==> src/rtl/sbr_pkg.sv <==
package sbr_pkg;
  localparam int MAX_LINKS = 8;
  localparam int WORD_W    = 32;

  typedef struct packed {
    logic              last;
    logic [WORD_W-1:0] data;
  } sbr_word_t;

  // register select = bus_addr[5:2]
  localparam logic [3:0] SEL_CTRL = 4'h0;
  localparam logic [3:0] SEL_STAT = 4'h4;

  function automatic int unsigned depth_log2(input int unsigned d);
    int unsigned r;
    r = 0;
    while ((32'd1 << r) < d) r++;
    return r;
  endfunction

  function automatic logic [MAX_LINKS-1:0] link_mask(input int unsigned n);
    logic [MAX_LINKS-1:0] m;
    for (int k = 0; k < MAX_LINKS; k++) m[k] = (k < n);
    return m;
  endfunction
endpackage

==> src/rtl/sbr_fifo.sv <==
module sbr_fifo
  import sbr_pkg::*;
#(
  parameter int DEPTH = 4
) (
  input  logic      clk,
  input  logic      rst_n,
  input  logic      clr,
  input  logic      push,
  input  sbr_word_t din,
  input  logic      pop,
  output sbr_word_t dout,
  output logic      empty,
  output logic      full
);
  localparam int AW = (DEPTH > 1) ? $clog2(DEPTH) : 1;
  localparam int CW = $clog2(DEPTH + 1);

  sbr_word_t       mem [DEPTH];
  logic [AW-1:0]   wp, rp;
  logic [CW-1:0]   cnt;
  logic            do_push, do_pop;

  function automatic logic [AW-1:0] bump(input logic [AW-1:0] p);
    return (p == AW'(DEPTH - 1)) ? '0 : p + AW'(1);
  endfunction

  assign empty   = (cnt == '0);
  assign full    = (cnt == CW'(DEPTH));
  assign do_push = push && !full;
  assign do_pop  = pop && !empty;
  assign dout    = mem[rp];

  always_ff @(posedge clk) begin
    if (do_push) mem[wp] <= din;
  end

  always_ff @(posedge clk) begin
    if (!rst_n || clr) begin
      wp  <= '0;
      rp  <= '0;
      cnt <= '0;
    end else begin
      if (do_push) wp <= bump(wp);
      if (do_pop)  rp <= bump(rp);
      case ({do_push, do_pop})
        2'b10:   cnt <= cnt + CW'(1);
        2'b01:   cnt <= cnt - CW'(1);
        default: cnt <= cnt;
      endcase
    end
  end

  AST_NO_OVERFLOW: assert property (@(posedge clk) disable iff (!rst_n)
    cnt <= CW'(DEPTH));
  AST_FULL_DROPS_PUSH: assert property (@(posedge clk) disable iff (!rst_n || clr)
    (full && push && !pop) |=> (full && $stable(wp)));
endmodule

==> src/rtl/sbr_tx_chan.sv <==
module sbr_tx_chan
  import sbr_pkg::*;
#(
  parameter int DEPTH = 4
) (
  input  logic              clk,
  input  logic              rst_n,
  input  logic              en,
  input  logic              wr,
  input  logic [WORD_W-1:0] wdata,
  input  logic              eop,
  output logic              accepted,
  output logic              not_full,
  output logic [WORD_W-1:0] tx_data,
  output logic              tx_valid,
  input  logic              tx_ready,
  output logic              tx_last
);
  sbr_word_t head, in_word;
  logic      empty, full, fire;

  assign in_word  = '{last: eop, data: wdata};
  assign fire     = tx_valid && tx_ready;
  assign accepted = en && wr && !full;
  assign not_full = en && !full;
  assign tx_valid = en && !empty;
  assign tx_data  = tx_valid ? head.data : '0;
  assign tx_last  = tx_valid ? head.last : 1'b0;

  sbr_fifo #(.DEPTH(DEPTH)) u_fifo (
    .clk(clk), .rst_n(rst_n), .clr(!en),
    .push(accepted), .din(in_word),
    .pop(fire), .dout(head),
    .empty(empty), .full(full)
  );

  AST_TX_HOLD: assert property (@(posedge clk) disable iff (!rst_n || !en)
    (tx_valid && !tx_ready) |=> (tx_valid && $stable(tx_data) && $stable(tx_last)));
endmodule

==> src/rtl/sbr_rx_chan.sv <==
module sbr_rx_chan
  import sbr_pkg::*;
#(
  parameter int DEPTH = 4
) (
  input  logic              clk,
  input  logic              rst_n,
  input  logic              en,
  input  logic              rd,
  output logic [WORD_W-1:0] rd_value,
  output logic              avail,
  output logic              head_last,
  input  logic [WORD_W-1:0] rx_data,
  input  logic              rx_valid,
  output logic              rx_ready,
  input  logic              rx_last
);
  sbr_word_t         head, in_word;
  logic              empty, full, fire, take;
  logic [WORD_W-1:0] held;

  assign in_word   = '{last: rx_last, data: rx_data};
  assign rx_ready  = en && !full;
  assign fire      = rx_valid && rx_ready;
  assign avail     = en && !empty;
  assign take      = rd && avail;
  assign head_last = avail && head.last;
  assign rd_value  = avail ? head.data : held;

  sbr_fifo #(.DEPTH(DEPTH)) u_fifo (
    .clk(clk), .rst_n(rst_n), .clr(!en),
    .push(fire), .din(in_word),
    .pop(take), .dout(head),
    .empty(empty), .full(full)
  );

  always_ff @(posedge clk) begin
    if (!rst_n || !en) held <= '0;
    else if (take)     held <= head.data;
  end

  AST_EMPTY_READ_KEEPS: assert property (@(posedge clk) disable iff (!rst_n || !en)
    (rd && !avail) |=> $stable(held));
endmodule

==> src/rtl/mm_stream_bridge.sv <==
module mm_stream_bridge
  import sbr_pkg::*;
#(
  parameter int NUM_TX   = 8,
  parameter int NUM_RX   = 8,
  parameter int TX_DEPTH = 4,
  parameter int RX_DEPTH = 4
) (
  input  logic                        clk,
  input  logic                        rst_n,
  input  logic                        bus_we,
  input  logic                        bus_re,
  input  logic [5:0]                  bus_addr,
  input  logic [WORD_W-1:0]           bus_wdata,
  output logic [WORD_W-1:0]           bus_rdata,
  output logic [MAX_LINKS*WORD_W-1:0] tx_data,
  output logic [MAX_LINKS-1:0]        tx_valid,
  input  logic [MAX_LINKS-1:0]        tx_ready,
  output logic [MAX_LINKS-1:0]        tx_last,
  input  logic [MAX_LINKS*WORD_W-1:0] rx_data,
  input  logic [MAX_LINKS-1:0]        rx_valid,
  output logic [MAX_LINKS-1:0]        rx_ready,
  input  logic [MAX_LINKS-1:0]        rx_last
);
  localparam int unsigned TX_LOG = depth_log2(TX_DEPTH);
  localparam int unsigned RX_LOG = depth_log2(RX_DEPTH);
  localparam logic [MAX_LINKS-1:0] TX_MASK = link_mask(NUM_TX);

  logic                 en_q;
  logic [MAX_LINKS-1:0] arm_q;
  logic [WORD_W-1:0]    rdata_q;
  logic [3:0]           sel;
  logic                 is_data;
  logic [2:0]           idx;

  logic [MAX_LINKS-1:0] tx_wr, tx_acc, tx_free;
  logic [MAX_LINKS-1:0] rx_rd, rx_avail, rx_head_last;
  logic [MAX_LINKS-1:0][WORD_W-1:0] rx_value;
  logic [WORD_W-1:0]    ctrl_word, stat_word;

  assign sel     = bus_addr[5:2];
  assign is_data = sel[3];
  assign idx     = sel[2:0];

  for (genvar i = 0; i < MAX_LINKS; i++) begin : g_link
    assign tx_wr[i] = en_q && bus_we && is_data && (idx == 3'(i));
    assign rx_rd[i] = en_q && bus_re && is_data && (idx == 3'(i));

    if (i < NUM_TX) begin : g_tx
      sbr_tx_chan #(.DEPTH(TX_DEPTH)) u_tx (
        .clk(clk), .rst_n(rst_n), .en(en_q),
        .wr(tx_wr[i]), .wdata(bus_wdata), .eop(arm_q[i]),
        .accepted(tx_acc[i]), .not_full(tx_free[i]),
        .tx_data(tx_data[i*WORD_W +: WORD_W]), .tx_valid(tx_valid[i]),
        .tx_ready(tx_ready[i]), .tx_last(tx_last[i])
      );
    end else begin : g_tx_off
      assign tx_acc[i]                   = 1'b0;
      assign tx_free[i]                  = 1'b0;
      assign tx_data[i*WORD_W +: WORD_W] = '0;
      assign tx_valid[i]                 = 1'b0;
      assign tx_last[i]                  = 1'b0;
    end

    if (i < NUM_RX) begin : g_rx
      sbr_rx_chan #(.DEPTH(RX_DEPTH)) u_rx (
        .clk(clk), .rst_n(rst_n), .en(en_q),
        .rd(rx_rd[i]), .rd_value(rx_value[i]),
        .avail(rx_avail[i]), .head_last(rx_head_last[i]),
        .rx_data(rx_data[i*WORD_W +: WORD_W]), .rx_valid(rx_valid[i]),
        .rx_ready(rx_ready[i]), .rx_last(rx_last[i])
      );
    end else begin : g_rx_off
      assign rx_value[i]     = '0;
      assign rx_avail[i]     = 1'b0;
      assign rx_head_last[i] = 1'b0;
      assign rx_ready[i]     = 1'b0;
    end
  end

  assign ctrl_word = {16'd0, 4'(RX_LOG), 4'(TX_LOG), 7'd0, en_q};
  assign stat_word = {arm_q, rx_head_last, tx_free, rx_avail};

  always_ff @(posedge clk) begin
    if (!rst_n) begin
      en_q  <= 1'b0;
      arm_q <= '0;
    end else begin
      if (bus_we && sel == SEL_CTRL) en_q <= bus_wdata[0];
      if (!en_q) arm_q <= '0;
      else if (bus_we && sel == SEL_STAT) arm_q <= bus_wdata[31:24] & TX_MASK;
      else arm_q <= arm_q & ~tx_acc;
    end
  end

  always_ff @(posedge clk) begin
    if (!rst_n) rdata_q <= '0;
    else if (bus_re) begin
      if (is_data)              rdata_q <= rx_value[idx];
      else if (sel == SEL_CTRL) rdata_q <= ctrl_word;
      else if (sel == SEL_STAT) rdata_q <= stat_word;
      else                      rdata_q <= '0;
    end
  end

  assign bus_rdata = rdata_q;

  AST_ARM_CLEARS: assert property (@(posedge clk) disable iff (!rst_n)
    (|tx_acc) |=> ((arm_q & $past(tx_acc)) == '0));
  AST_DISABLED_QUIET: assert property (@(posedge clk) disable iff (!rst_n)
    !en_q |-> (tx_valid == '0 && rx_ready == '0));
  AST_UNBUILT_QUIET: assert property (@(posedge clk) disable iff (!rst_n)
    ((tx_valid & ~TX_MASK) == '0));
endmodule

==> config.mk <==
export PLATFORM = sky130hd
export DESIGN_NAME = mm_stream_bridge
export DESIGN_NICKNAME = d
export VERILOG_FILES = /design/src/rtl/sbr_pkg.sv /design/src/rtl/sbr_fifo.sv /design/src/rtl/sbr_tx_chan.sv /design/src/rtl/sbr_rx_chan.sv /design/src/rtl/mm_stream_bridge.sv
export SDC_FILE = /design/constraint.sdc
export NUM_CORES = 2
export LEC_CHECK = 0
export BUFFER_PORTS_ARGS = -buffer_cell sky130_fd_sc_hd__buf_2
export CORE_MARGIN = 1.5
export CORE_UTILIZATION = 24
export DETAILED_ROUTE_END_ITERATION = 10
export GPL_ROUTABILITY_DRIVEN = 0
export PLACE_DENSITY = 0.36
export SYNTH_ARGS = -nofsm -noshare
export SYNTH_HDL_FRONTEND = slang
export SYNTH_SLANG_ARGS = --single-unit
==> constraint.sdc <==
create_clock -name clk -period 3.9 [get_ports clk]
set_input_delay 0.195 -clock clk [delete_from_list [all_inputs] [get_ports clk]]
set_output_delay 0.195 -clock clk [all_outputs]
set_load 0.005 [all_outputs]
==> flow_summary.ini <==
[sta]
fin_tns_setup_ns = 0
finalSetupViolCount = 0
period_needed_ns = 3.52
period_share = 0.902
maxSlewViolCount = 0
hold_viol_final = 0
relSlewSlack = 0.237
skew_ns = 0.0708
fmax_ghz = 0.284
max_slew.worst_pin.slew_ns = 1.14
rsz0062_at_grt = false

[finish]
final.fill_count = 41000
mostFrequentLayoutCells = edfxtp_1, nand2_1, buf_2, mux4_2, dlygate4sd3_1
area_delta_synth_final_pct = 24.9
final_nets = 7466
final_util = 0.302
layout_commonest_cell = edfxtp_1
final_cell_count_no_fill = 12800
layout-drive-gt1-share = 0.259

[setup_path]
endpoint_kind = register
worst-path-buf-inv = 2
crit_fanout = 17
critPathMaxStageDelay_ns = 0.85
cp_top_family = simple AND/OR/NAND/NOR gates
reg2reg_from = en_q
rrSetupSlack_ns = 0.38
crit_path_start_kind = register
cp.arrival_ns = 4.40
path_class = reg2reg
critPathRequiredTime_ns = 4.79
startpoint = en_q
cp_slowest_cell = and2_1
cp_cell_sequence = and3b_1 > and2_1 > buf_4 > a22oi_1 > nand3_1 > o21ai_1 > a31oi_1 > dlygate4sd3_1

[logic_synthesis]
synth_cell_types = 69
post-synth-top-area-cell = edfxtp_1
synthTopCellsByArea = edfxtp_1, mux4_2, dfxtp_1, nand2_1, a21oi_1
ys_dominant_reg_cell = edfxtp_1
ys_warn_count = 0
synth-edff-count = 2112
synth_seq_cells = 2553
synth_top_area_share = 0.640
syn_nets = 6217
async_flop_share = 0
yosysSeqAreaShare = 0.729
syn_inst = 5783
syn-cell-area_um2 = 99100
syn_area_per_cell_um2 = 17.1

[floorplanning]
start_util = 0.241
die_area_um2 = 417000
core-area_um2 = 410000
die_w_um = 646
row_count = 235
io_pins = 634
die_h_um = 646

[drt]
drtIter0Drc = 4316
post_drt_wl_per_cell_um = 27.0
viasPerCell = 4.45
antenna_left = 0
num_vias = 56800
drc = 0
drt_first_pass_iters = 6
wl_mm = 345

[placement]
port_buffers = 631
dp_hpwl_mm = 230
placedCellCount = 11700

[global_routing]
overflow = 0
grt_usage = 0.162
grt_first_pass_wirelength_mm = 476
grt_max_degree = 92
grt_pass1_vias = 58600
antenna_found_initial = 114

[clocking]
clkTransAtPathRegs_ns = 0.06
clk_latency_ns = 0.94
cts_tree = built
root_buffer = clkbuf_16
clk_path_buf_depth = 4
clkSinkCount = 2553
htreeDepth = 5
cts_buffers = 309
post_cts_buffers = 0

[run_status]
status = complete, no violations

[power_and_ir_drop]
total_power_mw = 59.0
leakagePower_nw = 39.7
powerDensity_nw_per_um2 = 477
ir_drop_v = 0.000317

[hold_path]
hp-start = bus_wdata[12]
min_path_type = in2reg

[run]
cap_violations = 0
## kinds of logic after synthesis
group                    synth area share
XOR/XNOR                          0.00283
adder cells (fa/ha/maj)            0.0154
multiplexers                        0.122
buffers and inverters              0.0215
AO/OA/AOI/OAI                      0.0445
flip-flops                          0.729
AND/OR/NAND/NOR                    0.0651
## final cells by class
cell class / count / area, µm² / share of cell area
clock buffer: 405 / 8340 / 0.0674
timing repair buffer: 1294 / 9540 / 0.0770
sequential: 2553 / 72300 / 0.584
multi-input combinational: 2769 / 24900 / 0.201
inverter: 105 / 394 / 0.00318
clock inverter: 154 / 1460 / 0.0118
antenna: 37 / 92.6 / 0.000748
tap: 5451 / 6820 / 0.0551
## synth_stat cells, types with 28 or more instances
cell type and number:
nor3_1 52, inv_1 94, a22oi_1 105, nand3_1 50
nor2_1 114, edfxtp_1 2112, xor2_1 32, a222oi_1 37
dfxtp_1 441, a21oi_1 415, buf_2 111, a31oi_1 28
clkbuf_1 178, buf_4 44, mux4_2 512, o21ai_0 34
and2_1 304, nand2_1 710, and3_1 47, ha_1 96
## through the flow
step	worst slack [ns]	hold slack, ns	instance area, µm²
2_1_floorplan	1.21	0.294	99100
3_3_place_gp	0.670	0.405	110000
3_5_place_dp	0.600	0.413	110000
4_1_cts	0.225	0.000296	124000
5_1_grt	0.256	0.0166	124000
6_report	0.382	0.00985	124000
## metal layers
| layer | global-route usage | share of wire | up-vias |
|---|---|---|---|
| met5 | 0 | 0.00044 | - |
| met4 | 0.0453 | 0.031 | 28 |
| met3 | 0.0326 | 0.056 | 553 |
| met2 | 0.269 | 0.48 | 1579 |
| met1 | 0.213 | 0.44 | 29600 |
| li1 | - | - | 25000 |
## worst paths after layout
kind         cells past startpoint                                     to
max reg2reg                      8                          bus_rdata[25]
min                              1  g_link[4].g_tx.u_tx.u_fifo.mem[2][12]
max                              8                          bus_rdata[25]
min reg2reg                      2           g_link[6].g_rx.u_rx.held[19]
## power breakdown
part	total (mW)	leakage [nW]	internal, mW	switching (mW)
combinational	1.36	12.4	0.504	0.861
sequential	29.5	22.6	29.5	0.0235
clock	28.1	4.76	16.5	11.6
## registers in the layout (all words and copies together), names as in the netlist, named ones only
| register | flops |
|---|---|
| bus_rdata | 32 |
| g_link.g_tx.u_tx.u_fifo.cnt | 24 |
| g_link.g_tx.u_tx.u_fifo.rp | 16 |
| arm_q | 8 |
| en_q | 1 |
| g_link.g_rx.u_rx.u_fifo.mem | 1056 |
| g_link.g_tx.u_tx.u_fifo.mem | 1056 |
| g_link.g_rx.u_rx.held | 256 |
| g_link.g_rx.u_rx.u_fifo.wp | 16 |
| g_link.g_rx.u_rx.u_fifo.rp | 16 |
| g_link.g_rx.u_rx.u_fifo.cnt | 24 |
| g_link.g_tx.u_tx.u_fifo.wp | 16 |
## repair_timing
item / 4_1_cts / 5_1_grt
hold endpoints to repair: 1536 / 0
gates resized for setup: 0 / 0
hold buffers: 436 / 0
Note: power is estimated with default switching activity, not from simulation.
